`src/rtl/rx_dma_req_ctl.sv`:
```
module rx_dma_req_ctl #(
  parameter int DEPTH = 16,
  parameter int LW = $clog2(DEPTH + 1)
) (
  input  logic          clk,
  input  logic          rst_n,
  input  logic          dma_en,
  input  logic [LW-1:0] trig,
  input  logic [LW-1:0] level,
  input  logic          push,
  input  logic          push_err,
  input  logic          pop,
  input  logic          pop_err,
  input  logic          fifo_reset,
  input  logic          lsr_rd,
  output logic          dma_req,
  output logic          err_irq,
  output logic [1:0]    irq_id,
  output logic          fifo_err
);
  localparam int CW = $clog2(DEPTH + 1);

  logic [CW-1:0] err_cnt, err_cnt_nxt;
  logic err_in, err_out, irq_set, irq_clr, req_nxt;

  assign err_in  = push & push_err;
  assign err_out = pop & pop_err;

  always_comb begin
    err_cnt_nxt = err_cnt;
    if (fifo_reset)            err_cnt_nxt = '0;
    else if (err_in & !err_out) err_cnt_nxt = err_cnt + 1'b1;
    else if (!err_in & err_out) err_cnt_nxt = err_cnt - 1'b1;
  end

  assign irq_set = err_in & dma_en & !fifo_reset;
  assign irq_clr = lsr_rd | (err_cnt_nxt == '0);
  assign req_nxt = !fifo_reset && dma_en && (err_cnt_nxt == '0) &&
                   (trig != '0) && (level >= trig);

  always_ff @(posedge clk or negedge rst_n) begin
    if (!rst_n) begin
      err_cnt <= '0;
      err_irq <= 1'b0;
      dma_req <= 1'b0;
    end else begin
      err_cnt <= err_cnt_nxt;
      dma_req <= req_nxt;
      if (fifo_reset)   err_irq <= 1'b0;
      else if (irq_set) err_irq <= 1'b1;
      else if (irq_clr) err_irq <= 1'b0;
    end
  end

  assign fifo_err = (err_cnt != '0);
  assign irq_id   = err_irq ? 2'b11 : 2'b00;

  p_req_gated_r3: assert property (@(posedge clk) disable iff (!rst_n)
    dma_req |-> !fifo_err);
  p_trailing_r2: assert property (@(posedge clk) disable iff (!rst_n)
    (trig == '0 || level < trig) |=> !dma_req);
  p_irq_dma_only_r6: assert property (@(posedge clk) disable iff (!rst_n)
    $rose(err_irq) |-> $past(dma_en));
  p_irq_has_err_r8: assert property (@(posedge clk) disable iff (!rst_n)
    err_irq |-> fifo_err);
  p_flush_r9: assert property (@(posedge clk) disable iff (!rst_n)
    fifo_reset |=> (!fifo_err && !err_irq && !dma_req));
  p_dma_off_r10: assert property (@(posedge clk) disable iff (!rst_n)
    !dma_en |=> !dma_req);
  p_err_push_r7: assert property (@(posedge clk) disable iff (!rst_n)
    (push && push_err && !fifo_reset) |=> fifo_err);
endmodule

```
`config.mk`:
```
export PLATFORM = sky130hd
export DESIGN_NAME = rx_dma_req_ctl
export DESIGN_NICKNAME = d
export VERILOG_FILES = /design/src/rtl/rx_dma_req_ctl.sv
export SDC_FILE = /design/constraint.sdc
export NUM_CORES = 1
export LEC_CHECK = 0
export ABC_AREA = 1
export BUFFER_PORTS_ARGS = -buffer_cell sky130_fd_sc_hd__buf_2
export CORE_AREA = 4 4 43 45
export CTS_CLUSTER_SIZE = 10
export DETAILED_ROUTE_END_ITERATION = 7
export DIE_AREA = 0 0 47 49
export PLACE_DENSITY = 0.73
export SETUP_SLACK_MARGIN = 0.5
export SKIP_LAST_GASP = 1
export SYNTH_ARGS = -nofsm -noshare
export SYNTH_HDL_FRONTEND = slang
export SYNTH_SLANG_ARGS = --single-unit
```
`constraint.sdc`:
```
create_clock -name clk -period 1.7 [get_ports clk]
set_input_delay 0.51 -clock clk [delete_from_list [all_inputs] [get_ports clk]]
set_output_delay 0.51 -clock clk [all_outputs]
set_load 0.05 [all_outputs]
```
* Word level (Yosys, flattened, before mapping)
Index checks and enable logic that the tools add are counted.
** Word-level totals
- Register bits after elaboration :: 7
- Input bits :: 19
- Output and inout bits :: 5
- Logic and storage cells :: 31
** Cells by class
- Add/sub/neg operators :: 2
- Magnitude comparators :: 1
- Mux-type cells :: 7
- Bitwise gates (word level) :: 7
- Reduce and logical (&&, ||, !) cells :: 11
** Operators with widths (number)
- $mux 5 :: 3
- $reduce_bool 5->1 :: 2
- $and 1x1->1 :: 6
- $add 5x1->5 const B :: 1
- $ge 5x5->1 :: 1
- $logic_not 5->1 :: 1
- $sub 5x1->5 const B :: 1
- $logic_and 1x1->1 :: 4
- $logic_not 1->1 :: 3
- $mux 1 :: 3
- $reduce_bool 3->1 :: 1
- $mux 2 :: 1
- $or 1x1->1 :: 1

* Depth between registers and ports, before layout
Gate-level depths: netlist of the first run.
- Word-level depth :: 11
- Depth in mapped cells :: 12
- Depth with buffers taken out :: 12

* Least setup slack after synthesis of the first run
No wires, ideal clock.
- Kind :: register to output
- From :: register err_cnt[0]
- To :: output fifo_err
- Arrival time :: 1.077 ns
- Required time :: 1.190 ns
- Setup slack :: 0.113 ns
- Cell stages (with the launch flop) :: 6
- Buffers on the path :: 0
- Cells stage by stage :: dfrtp_1 > inv_1 > ha_1 > nand2_1 > nor2_1 > nand2_1
** On the way
- Cells in the longest elaborated chain, start to end :: 1
** Ends and longest elaborated chain
- start, declared :: line 23 : logic [CW-1:0] err_cnt, err_cnt_nxt;
- start signal, assigned :: line 47 : err_cnt <= err_cnt_nxt;
- $reduce_bool 5->1 :: line 55 : assign fifo_err = (err_cnt != '0);
- end, declared :: line 19 : output logic fifo_err
Every way passes these cells.

* Worst setup path in the final report of the first run
- From :: register err_cnt[1]
- To :: output fifo_err
The elaborated chain is that of the path after synthesis.

==> impl_metrics.env, run 1 <==
export IMPL_status="finished, violations left"
export IMPL_failed_checks="negative setup slack"
export IMPL_yosys_register_bits=7
export IMPL_crit_fanout=2
export IMPL_cts_root_buf="clkbuf_4"
export IMPL_fp_coreArea_mm2=0.001471
export IMPL_ys_async_sr_fraction_pct=100.0
export IMPL_cts_tree="yes"
export IMPL_die_area_mm2=0.002303
export IMPL_p_per_area_mw_per_mm2=643.8
export IMPL_regArea_um2=177.7
export IMPL_grt_overflow=0
export IMPL_grt_max_degree=8
export IMPL_die_h_um=49
export IMPL_r2r_end="err_irq$_DFFE_PN0P_"
export IMPL_drc_errors=0
export IMPL_vias=717
export IMPL_die_w_um=47
export IMPL_period_minus_slack_ps=1736
export IMPL_setup_viol=1
export IMPL_cts_sinks=7
export IMPL_netlist_top_cells_count="nand2_1 (27), inv_1 (17)"
export IMPL_r2r_cells=12
export IMPL_post_synth_top_area_fraction_pct=26.72
export IMPL_netlist_area_um2=655.6
export IMPL_cp_data_required_time_ps=1190
export IMPL_track_usage_pct=14.93
export IMPL_gp_congestion=0.7938
export IMPL_synth_yosys_seq_area_share_pct=26.72
export IMPL_skew_ps=0.5335
export IMPL_synth_area_leader_cell="dfrtp_1"
export IMPL_leakage_nw=0.5405
export IMPL_clk_path_buf_depth=2
export IMPL_fin_ws_ps=-35.66
export IMPL_critPathLaunch="err_cnt[1]$_DFF_PN0_"
export IMPL_synth_edf_count=0
export IMPL_arrival_ps=1230
export IMPL_grt_setup_unrepaired="yes"
export IMPL_netlist_top_cells_area="dfrtp_1 (27%), nand2_1 (15%), ha_1 (13%), inv_1 (9.7%), nand3_1 (5.3%)"
export IMPL_nets=156
export IMPL_yosysWarnings=0
export IMPL_antenna_found_initial=0
export IMPL_first_iter_violations=4
export IMPL_postRouteAntennaNets=0
export IMPL_hold_worst_slack_ps=76.39
export IMPL_synthCells=99
export IMPL_io_buffers=23
export IMPL_slew_violations=0
export IMPL_nFillCells=139
export IMPL_place_hpwl_um=1275
export IMPL_wl_um=1600
export IMPL_worst_setup_path_type="reg -> out"
export IMPL_fmax_mhz=576.2
export IMPL_post_place_ws_ps=35.08
export IMPL_cts_buffers=3
export IMPL_start_util_pct=44.56
export IMPL_slew_headroom_pct=84.56
export IMPL_rows=14
export IMPL_end_kind="output port"
export IMPL_crit_path_start_kind="flop"
export IMPL_grt_pass1_vias=622
export IMPL_multi_input_area_um2=461.7
export IMPL_path_clk_slew_ps=50
export IMPL_synth_top_flop_cell="dfrtp_1"
export IMPL_wl_per_cell_um=11.03
export IMPL_area_growth_pct=45.23
export IMPL_hp_class="in -> async"
export IMPL_grt_pass1_wl_um=2532
export IMPL_hold_viol_final=0
export IMPL_syn_nets=125
export IMPL_syn_area_per_cell_um2=6.623
export IMPL_antenna_cells=0
export IMPL_htree_levels=1
export IMPL_r2r_start="err_cnt[1]$_DFF_PN0_"
export IMPL_ir_worst_vdd_mv=0.3797
export IMPL_viasPerCell=4.945
export IMPL_tns_ps=-35.66
export IMPL_drtPass1Iterations=4
export IMPL_synth_most_common_cell="nand2_1"
export IMPL_worst_pin_slew_ps=231.4
export IMPL_ys_types=18
export IMPL_cp_endpoint="fifo_err"
export IMPL_clkLatencyLatePin_ps=260
export IMPL_rrSetupSlack_ps=130
export IMPL_drive_gt1_share_pct=44.19
export IMPL_fin_crit_sh_pct=102.1
export IMPL_max_cap_violations=0
export IMPL_io_pins=24
==> registers in the layout, indices dropped and copies added (netlist names) <==
register / flops
err_irq: 1
dma_req: 1
err_cnt: 5
==> what timing repair did <==
action / CTS / global route
cloned: 0 / 0
setup endpoints to repair: 8 / 10
setup buffers: 3 / 1
pin swaps: 8 / 7
gates resized for setup: 18 / 10
hold buffers: 0 / 0
==> placed cells by master (no fill, tap or decap), types with 4 or more instances in the layout <==
cell     Yosys  final
ha_1         7      5
inv_1       17     15
dfrtp_1      7      5
buf_6        0      4
nand4_1      5      5
buf_2        0     18
nand2_2      2      4
buf_4        2      5
nand2_1     27     23
inv_2        4      6
nand3_1      7      7
nor2_1       7      5
==> final cells by class <==
type                            count  share of cell area, %
Inverter                           21                  8.279
Clock buffer                        4                  2.760
Sequential cell                     7                  18.66
Multi-Input combinational cell     69                  48.49
Timing Repair Buffer               28                  19.71
Tap cell                           16                  2.102
==> worst min path at each step <==
stage / endpoint / slack [ps] / from
final: err_cnt[4]$_DFF_PN0_ / 80 / rst_n
after global routing: err_cnt[1]$_DFF_PN0_ / 70 / rst_n
after CTS: err_cnt[4]$_DFF_PN0_ / 70 / rst_n
after detailed placement: err_cnt[4]$_DFF_PN0_ / 350 / rst_n
after global placement: err_cnt[4]$_DFF_PN0_ / 350 / rst_n
after floorplan: dma_req$_DFF_PN0_ / 210 / rst_n
==> metal layers <==
layer / wire, um / part of all wire (%) / track usage, %
met5: 0 / 0 / 0
met4: 11 / 0.69 / 4.147
met3: 96 / 6.0 / 6.642
met2: 863 / 54 / 22.62
met1: 629 / 39 / 18.75
==> worst max-delay path, cell delays in order, from the launching register on <==
cell	delay (ps)
dfrtp_1	390
inv_2	80
ha_4	140
nand2_4	50
nor2_4	100
nand2_4	50
buf_8	140
==> power by group <==
group | internal (mW) | leakage [nW] | total (mW) | switching (mW)
Sequential | 0.179 | 0.0912 | 0.189 | 0.0104
Clock | 0.0899 | 0.0150 | 0.156 | 0.0666
Combinational | 0.116 | 0.434 | 0.267 | 0.151
==> kinds of logic after synthesis <==
family,count (synthesis),synth area share [%]
AND/OR/NAND/NOR,55,39.12
flip-flops,7,26.72
AO/OA/AOI/OAI,7,6.488
buffers and inverters,23,14.31
adder cells (fa/ha/maj),7,13.36
==> per-stage QoR <==
step / std cells / utilization [%] / total power [mW] / instance area, um^2
after global placement: 137 / 54.00 / 0.3856 / 794.5
after detailed placement: 137 / 54.00 / 0.3925 / 794.5
after global routing: 145 / 64.71 / 0.6625 / 952.2
after CTS: 144 / 61.22 / 0.5914 / 900.9
final: 145 / 64.71 / 0.6130 / 952.2
after floorplan: 99 / - / 0.3362 / 681.9
Note: power is estimated with default switching activity, not from simulation.
==> run 2: changes to the inputs <==
- ABC_CLOCK_PERIOD_IN_PS: not set -> 1700
- RECOVER_POWER: not set -> 25
- SKIP_LAST_GASP: 1 -> not set
==> impl_metrics.env, run 2 (synthesis results as in run 1) <==
export IMPL_ir_worst_vdd_mv=0.3797
export IMPL_end_kind="output port"
export IMPL_place_hpwl_um=1275
export IMPL_crit_fanout=2
export IMPL_crit_buf_inv=2
export IMPL_cp_cell_sequence="inv_2 -> ha_4 -> nand2_4 -> nor2_4 -> nand2_4 -> buf_8"
export IMPL_slew_headroom_pct=74.81
export IMPL_max_cap_violations=0
export IMPL_grt_overflow=0
export IMPL_cp_top_family="flip-flops"
export IMPL_failed_checks="negative setup slack"
export IMPL_slew_violations=0
export IMPL_die_h_um=49
export IMPL_antenna_found_initial=0
export IMPL_pwr_share_clk_pct=25.4
export IMPL_final_common_cell="nand2_1"
export IMPL_grt_max_degree=8
export IMPL_grt_setup_unrepaired="yes"
export IMPL_switching_power_mw=0.2291
export IMPL_dp_cells=137
export IMPL_cts_hold_fix_buffers=0
export IMPL_worst_pin_slew_ps=377.9
export IMPL_hold_viol_final=0
export IMPL_viasPerCell=4.959
export IMPL_arrival_ps=1230
export IMPL_largest_reg_flops=5
export IMPL_clk_path_buf_depth=2
export IMPL_drive_gt1_share_pct=43.41
export IMPL_period_minus_slack_ps=1739
export IMPL_drtPass1Iterations=4
export IMPL_path_clk_slew_ps=50
export IMPL_reg_largest_list="err_cnt x5, dma_req x1, err_irq x1"
export IMPL_track_usage_pct=14.93
export IMPL_start_util_pct=44.56
export IMPL_htree_levels=1
export IMPL_io_pins=24
export IMPL_power_frac_seq_pct=30.9
export IMPL_crit_top_cell="nand2_4"
export IMPL_gp_congestion=0.7938
export IMPL_grt_pass1_wl_um=2532
export IMPL_wl_per_cell_um=11.10
export IMPL_worst_setup_path_type="reg -> out"
export IMPL_cts_tree="yes"
export IMPL_status="finished, violations left"
export IMPL_rrSetupSlack_ps=110
export IMPL_fin_cells=145
export IMPL_p_per_area_mw_per_mm2=639.3
export IMPL_vias=719
export IMPL_fp_coreArea_mm2=0.001471
export IMPL_slowest_delay_ps=390
export IMPL_hold_worst_slack_ps=137.7
export IMPL_antenna_cells=0
export IMPL_layout_common_cells="nand2_1 (23), buf_2 (17), inv_1 (15)"
export IMPL_grt_pass1_vias=622
export IMPL_area_growth_pct=46.76
export IMPL_swShare_pct=37.25
export IMPL_crit_path_start_kind="flop"
export IMPL_first_iter_violations=4
export IMPL_hp_class="in -> async"
export IMPL_fin_ws_ps=-38.63
export IMPL_power_internal_mw=0.3860
export IMPL_cts_root_buf="clkbuf_4"
export IMPL_finish_utilization_pct=65.39
export IMPL_cp_data_required_time_ps=1190
export IMPL_cts_sinks=7
export IMPL_crit_path_top_delay_cell="dfrtp_1"
export IMPL_die_area_mm2=0.002303
export IMPL_nets=156
export IMPL_top_register="err_cnt"
export IMPL_nFillCells=137
export IMPL_rows=14
export IMPL_leakage_nw=0.5410
export IMPL_setup_viol=1
export IMPL_cts_buffers=3
export IMPL_wl_um=1610
export IMPL_postRouteAntennaNets=0
export IMPL_clkLatencyLatePin_ps=260
export IMPL_fin_crit_sh_pct=102.3
export IMPL_fmax_mhz=575.2
export IMPL_die_w_um=47
export IMPL_pwr_share_comb_pct=43.7
export IMPL_io_buffers=23
export IMPL_drc_errors=0
export IMPL_skew_ps=0.4874
-- run 2: cell type report --
class | count | area (um^2) | share of cell area [%]
Sequential cell | 7 | 177.7 | 18.47
Tap cell | 16 | 20.02 | 2.081
Timing Repair Buffer | 28 | 197.7 | 20.55
Multi-Input combinational cell | 69 | 461.7 | 47.98
Clock buffer | 4 | 26.28 | 2.731
Inverter | 21 | 78.83 | 8.192
-- run 2: routing by layer --
layer  track usage (%)  part of all wire (%)  up-vias
met1             18.75                    38      332
met4             4.147                  0.68        0
met3             6.642                   6.5        2
met2             22.62                    54       15
li1                  -                     -      370
met5                 0                     0        -
-- run 2: power groups by stage --
stage	clock network, mW	logic, mW	registers, mW
after detailed placement	0	0.203	0.190
after global placement	0	0.196	0.190
after CTS	0.161	0.244	0.189
after global routing	0.175	0.297	0.192
final	0.156	0.269	0.190
after floorplan	0	0.139	0.197
-- run 2: path summary, 6_finish.rpt --
path,from,endpoint,cells after the start
max,err_cnt[1]$_DFF_PN0_,fifo_err,6
min,rst_n,err_cnt[4]$_DFF_PN0_,1
max reg2reg,err_cnt[1]$_DFF_PN0_,err_irq$_DFFE_PN0P_,12
min reg2reg,err_cnt[3]$_DFF_PN0_,err_cnt[3]$_DFF_PN0_,3
max in group asynchronous,rst_n,err_cnt[2]$_DFF_PN0_,1
min in group clk,dma_en,err_irq$_DFFE_PN0P_,3
-- run 2: per-stage QoR --
| stage | area [um^2] | total power, mW | TNS, ps | worst slack, ps |
|---|---|---|---|---|
| 6_report | 962.2 | 0.6151 | -38.63 | -38.63 |
| 5_1_grt | 962.2 | 0.6642 | -176.4 | -114.8 |
| 4_1_cts | 912.1 | 0.5937 | -71.65 | -71.65 |
| 3_5_place_dp | 794.5 | 0.3925 | 0 | 35.08 |
| 3_3_place_gp | 794.5 | 0.3856 | 0 | 78.19 |
| 2_1_floorplan | 681.9 | 0.3362 | 0 | 238.8 |
-- run 2: repair_timing --
action                                  4_1_cts  5_1_grt
setup buffers                                 3        1
cloned                                        0        0
pin swaps                                     8        7
endpoints found under the setup margin        8       10
resized for setup                            21       10
==> run 3: changes to the inputs <==
- ABC_CLOCK_PERIOD_IN_PS: 1700 -> 1520
- CORE_AREA: 4 4 43 45 -> 4 4 45 47
- DIE_AREA: 0 0 47 49 -> 0 0 49 51
- PLACE_DENSITY: 0.73 -> 0.69
- clock period: 1.7 -> 1.52 ns (I/O delays scaled with it)
==> impl_metrics.env, run 3 (synthesis results as in run 1) <==
export IMPL_hold_worst_slack_ps=87.52
export IMPL_antenna_cells=0
export IMPL_cts_tree="yes"
export IMPL_wl_per_cell_um=11.85
export IMPL_crit_path_start_kind="flop"
export IMPL_critPathLaunch="err_cnt[0]$_DFF_PN0_"
export IMPL_fp_coreArea_mm2=0.001652
export IMPL_fmax_mhz=600.1
export IMPL_skew_ps=7.086
export IMPL_hp_class="in -> async"
export IMPL_wl_um=1813
export IMPL_cp_data_required_time_ps=1060
export IMPL_drc_errors=0
export IMPL_start_util_pct=39.70
export IMPL_final_common_cell="nand2_1"
export IMPL_arrival_ps=1210
export IMPL_track_usage_pct=14.33
export IMPL_cts_sinks=7
export IMPL_worst_pin_slew_ps=362.1
export IMPL_regArea_um2=177.7
export IMPL_drive_gt1_share_pct=53.68
export IMPL_ir_worst_vdd_mv=0.3771
export IMPL_reg_largest_list="err_cnt x5, dma_req x1, err_irq x1"
export IMPL_p_per_area_mw_per_mm2=670.0
export IMPL_end_kind="output port"
export IMPL_post_place_ws_ps=-10.45
export IMPL_fin_ws_ps=-146.4
export IMPL_io_pins=24
export IMPL_leakage_nw=0.6057
export IMPL_antenna_found_initial=0
export IMPL_worst_setup_path_type="reg -> out"
export IMPL_die_area_mm2=0.002499
export IMPL_fin_crit_sh_pct=109.6
export IMPL_failed_checks="negative setup slack"
export IMPL_vias=764
export IMPL_setup_viol=2
export IMPL_crit_path_top_delay_cell="dfrtp_1"
export IMPL_cts_hold_fix_buffers=0
export IMPL_slew_violations=0
export IMPL_first_iter_violations=7
export IMPL_max_cap_violations=0
export IMPL_path_clk_slew_ps=50
export IMPL_postRouteAntennaNets=0
export IMPL_rows=15
export IMPL_multi_input_area_um2=516.7
export IMPL_io_buffers=23
export IMPL_slew_headroom_pct=75.86
export IMPL_drtPass1Iterations=4
export IMPL_die_w_um=49
export IMPL_r2r_start="err_cnt[1]$_DFF_PN0_"
export IMPL_nets=163
export IMPL_tns_ps=-178.8
export IMPL_largest_reg_flops=5
export IMPL_crit_fanout=2
export IMPL_hold_viol_final=0
export IMPL_die_h_um=51
export IMPL_place_hpwl_um=1332
export IMPL_cp_top_family="flip-flops"
export IMPL_grt_max_degree=8
export IMPL_area_growth_pct=65.84
export IMPL_period_minus_slack_ps=1666
export IMPL_cts_root_buf="clkbuf_4"
export IMPL_clk_path_buf_depth=2
export IMPL_nFillCells=132
export IMPL_cts_buffers=3
export IMPL_clkLatencyLatePin_ps=250
export IMPL_top_register="err_cnt"
export IMPL_cp_cell_sequence="inv_2 -> ha_4 -> nand2_4 -> nor2_4 -> nand2_2 -> buf_8"
export IMPL_grt_setup_unrepaired="yes"
export IMPL_grt_pass1_vias=728
export IMPL_status="finished, violations left"
export IMPL_gp_congestion=0.8311
export IMPL_slowest_delay_ps=380
export IMPL_viasPerCell=4.993
export IMPL_grt_pass1_wl_um=2863
export IMPL_crit_buf_inv=2
export IMPL_grt_overflow=0
export IMPL_htree_levels=1
export IMPL_layout_common_cells="nand2_1 (19), buf_2 (17), inv_1 (14)"
[run 3: cell types whose count changed in the layout (fill, tap and decap cells not counted), moves of 2 or more]
cell,delta
nand2_1,-4
nand2_8,+2
nand3_2,+5
nand2_2,+2
nand3_1,-5
buf_4,+5
[run 3: worst reg2reg max path, stage by stage (launching register included)]
cell     delay (ps)
dfrtp_1         390
buf_4           140
buf_6           120
nor3_1          210
nand2_2         100
a21oi_2         150
nor2_2           50
nor2_1          100
nand2_1          80
nand2_1          60
nand2_1          40
[run 3: repair_timing]
| action | 4_1_cts | 5_1_grt |
|---|---|---|
| endpoints found under the hold margin | 0 | 0 |
| setup endpoints to repair | 11 | 12 |
| setup buffers | 4 | 2 |
| pin swaps | 5 | 4 |
| resized for setup | 27 | 15 |
[run 3: report_power, final]
group	internal (mW)	total [mW]	switching [mW]
registers	0.200	0.212	0.0122
logic	0.161	0.353	0.192
clock network	0.0998	0.163	0.0634
[run 3: path summary, 6_finish.rpt]
path	end	slack [ps]	depth (start not counted)
worst max register to register	err_irq$_DFFE_PN0P_	-30	10
worst min register to register	err_cnt[3]$_DFF_PN0_	650	3
min in group clk	err_irq$_DFFE_PN0P_	480	3
worst max-delay path	fifo_err	-150	6
max in group asynchronous	dma_req$_DFF_PN0_	1140	1
worst min-delay path	err_cnt[3]$_DFF_PN0_	90	1
[run 3: metal layers]
| metal | global-route usage (%) | share of wire [%] |
|---|---|---|
| met5 | 0 | 0 |
| met4 | 1.794 | 0 |
| met3 | 3.499 | 4.9 |
| met2 | 30.00 | 59 |
| met1 | 14.16 | 36 |
[run 3: through the flow]
stage                     total power [mW]  utilization (%)  cells  instance area (um^2)
after floorplan                     0.3789                -     99                 713.2
after global placement              0.4560            52.35    143                 864.6
after detailed placement            0.4609            52.35    143                 864.6
after CTS                           0.6871            61.67    151                  1018
after global routing                0.7832            65.83    153                  1087
final                               0.7285            65.83    153                  1087
[run 3: final cells by class]
class	instances	share of cell area, %
well taps	17	1.956
flip-flops and latches	7	16.34
inverters	21	7.710
multi-input cells	69	47.53
repair buffers	35	24.05
clock buffers	4	2.417
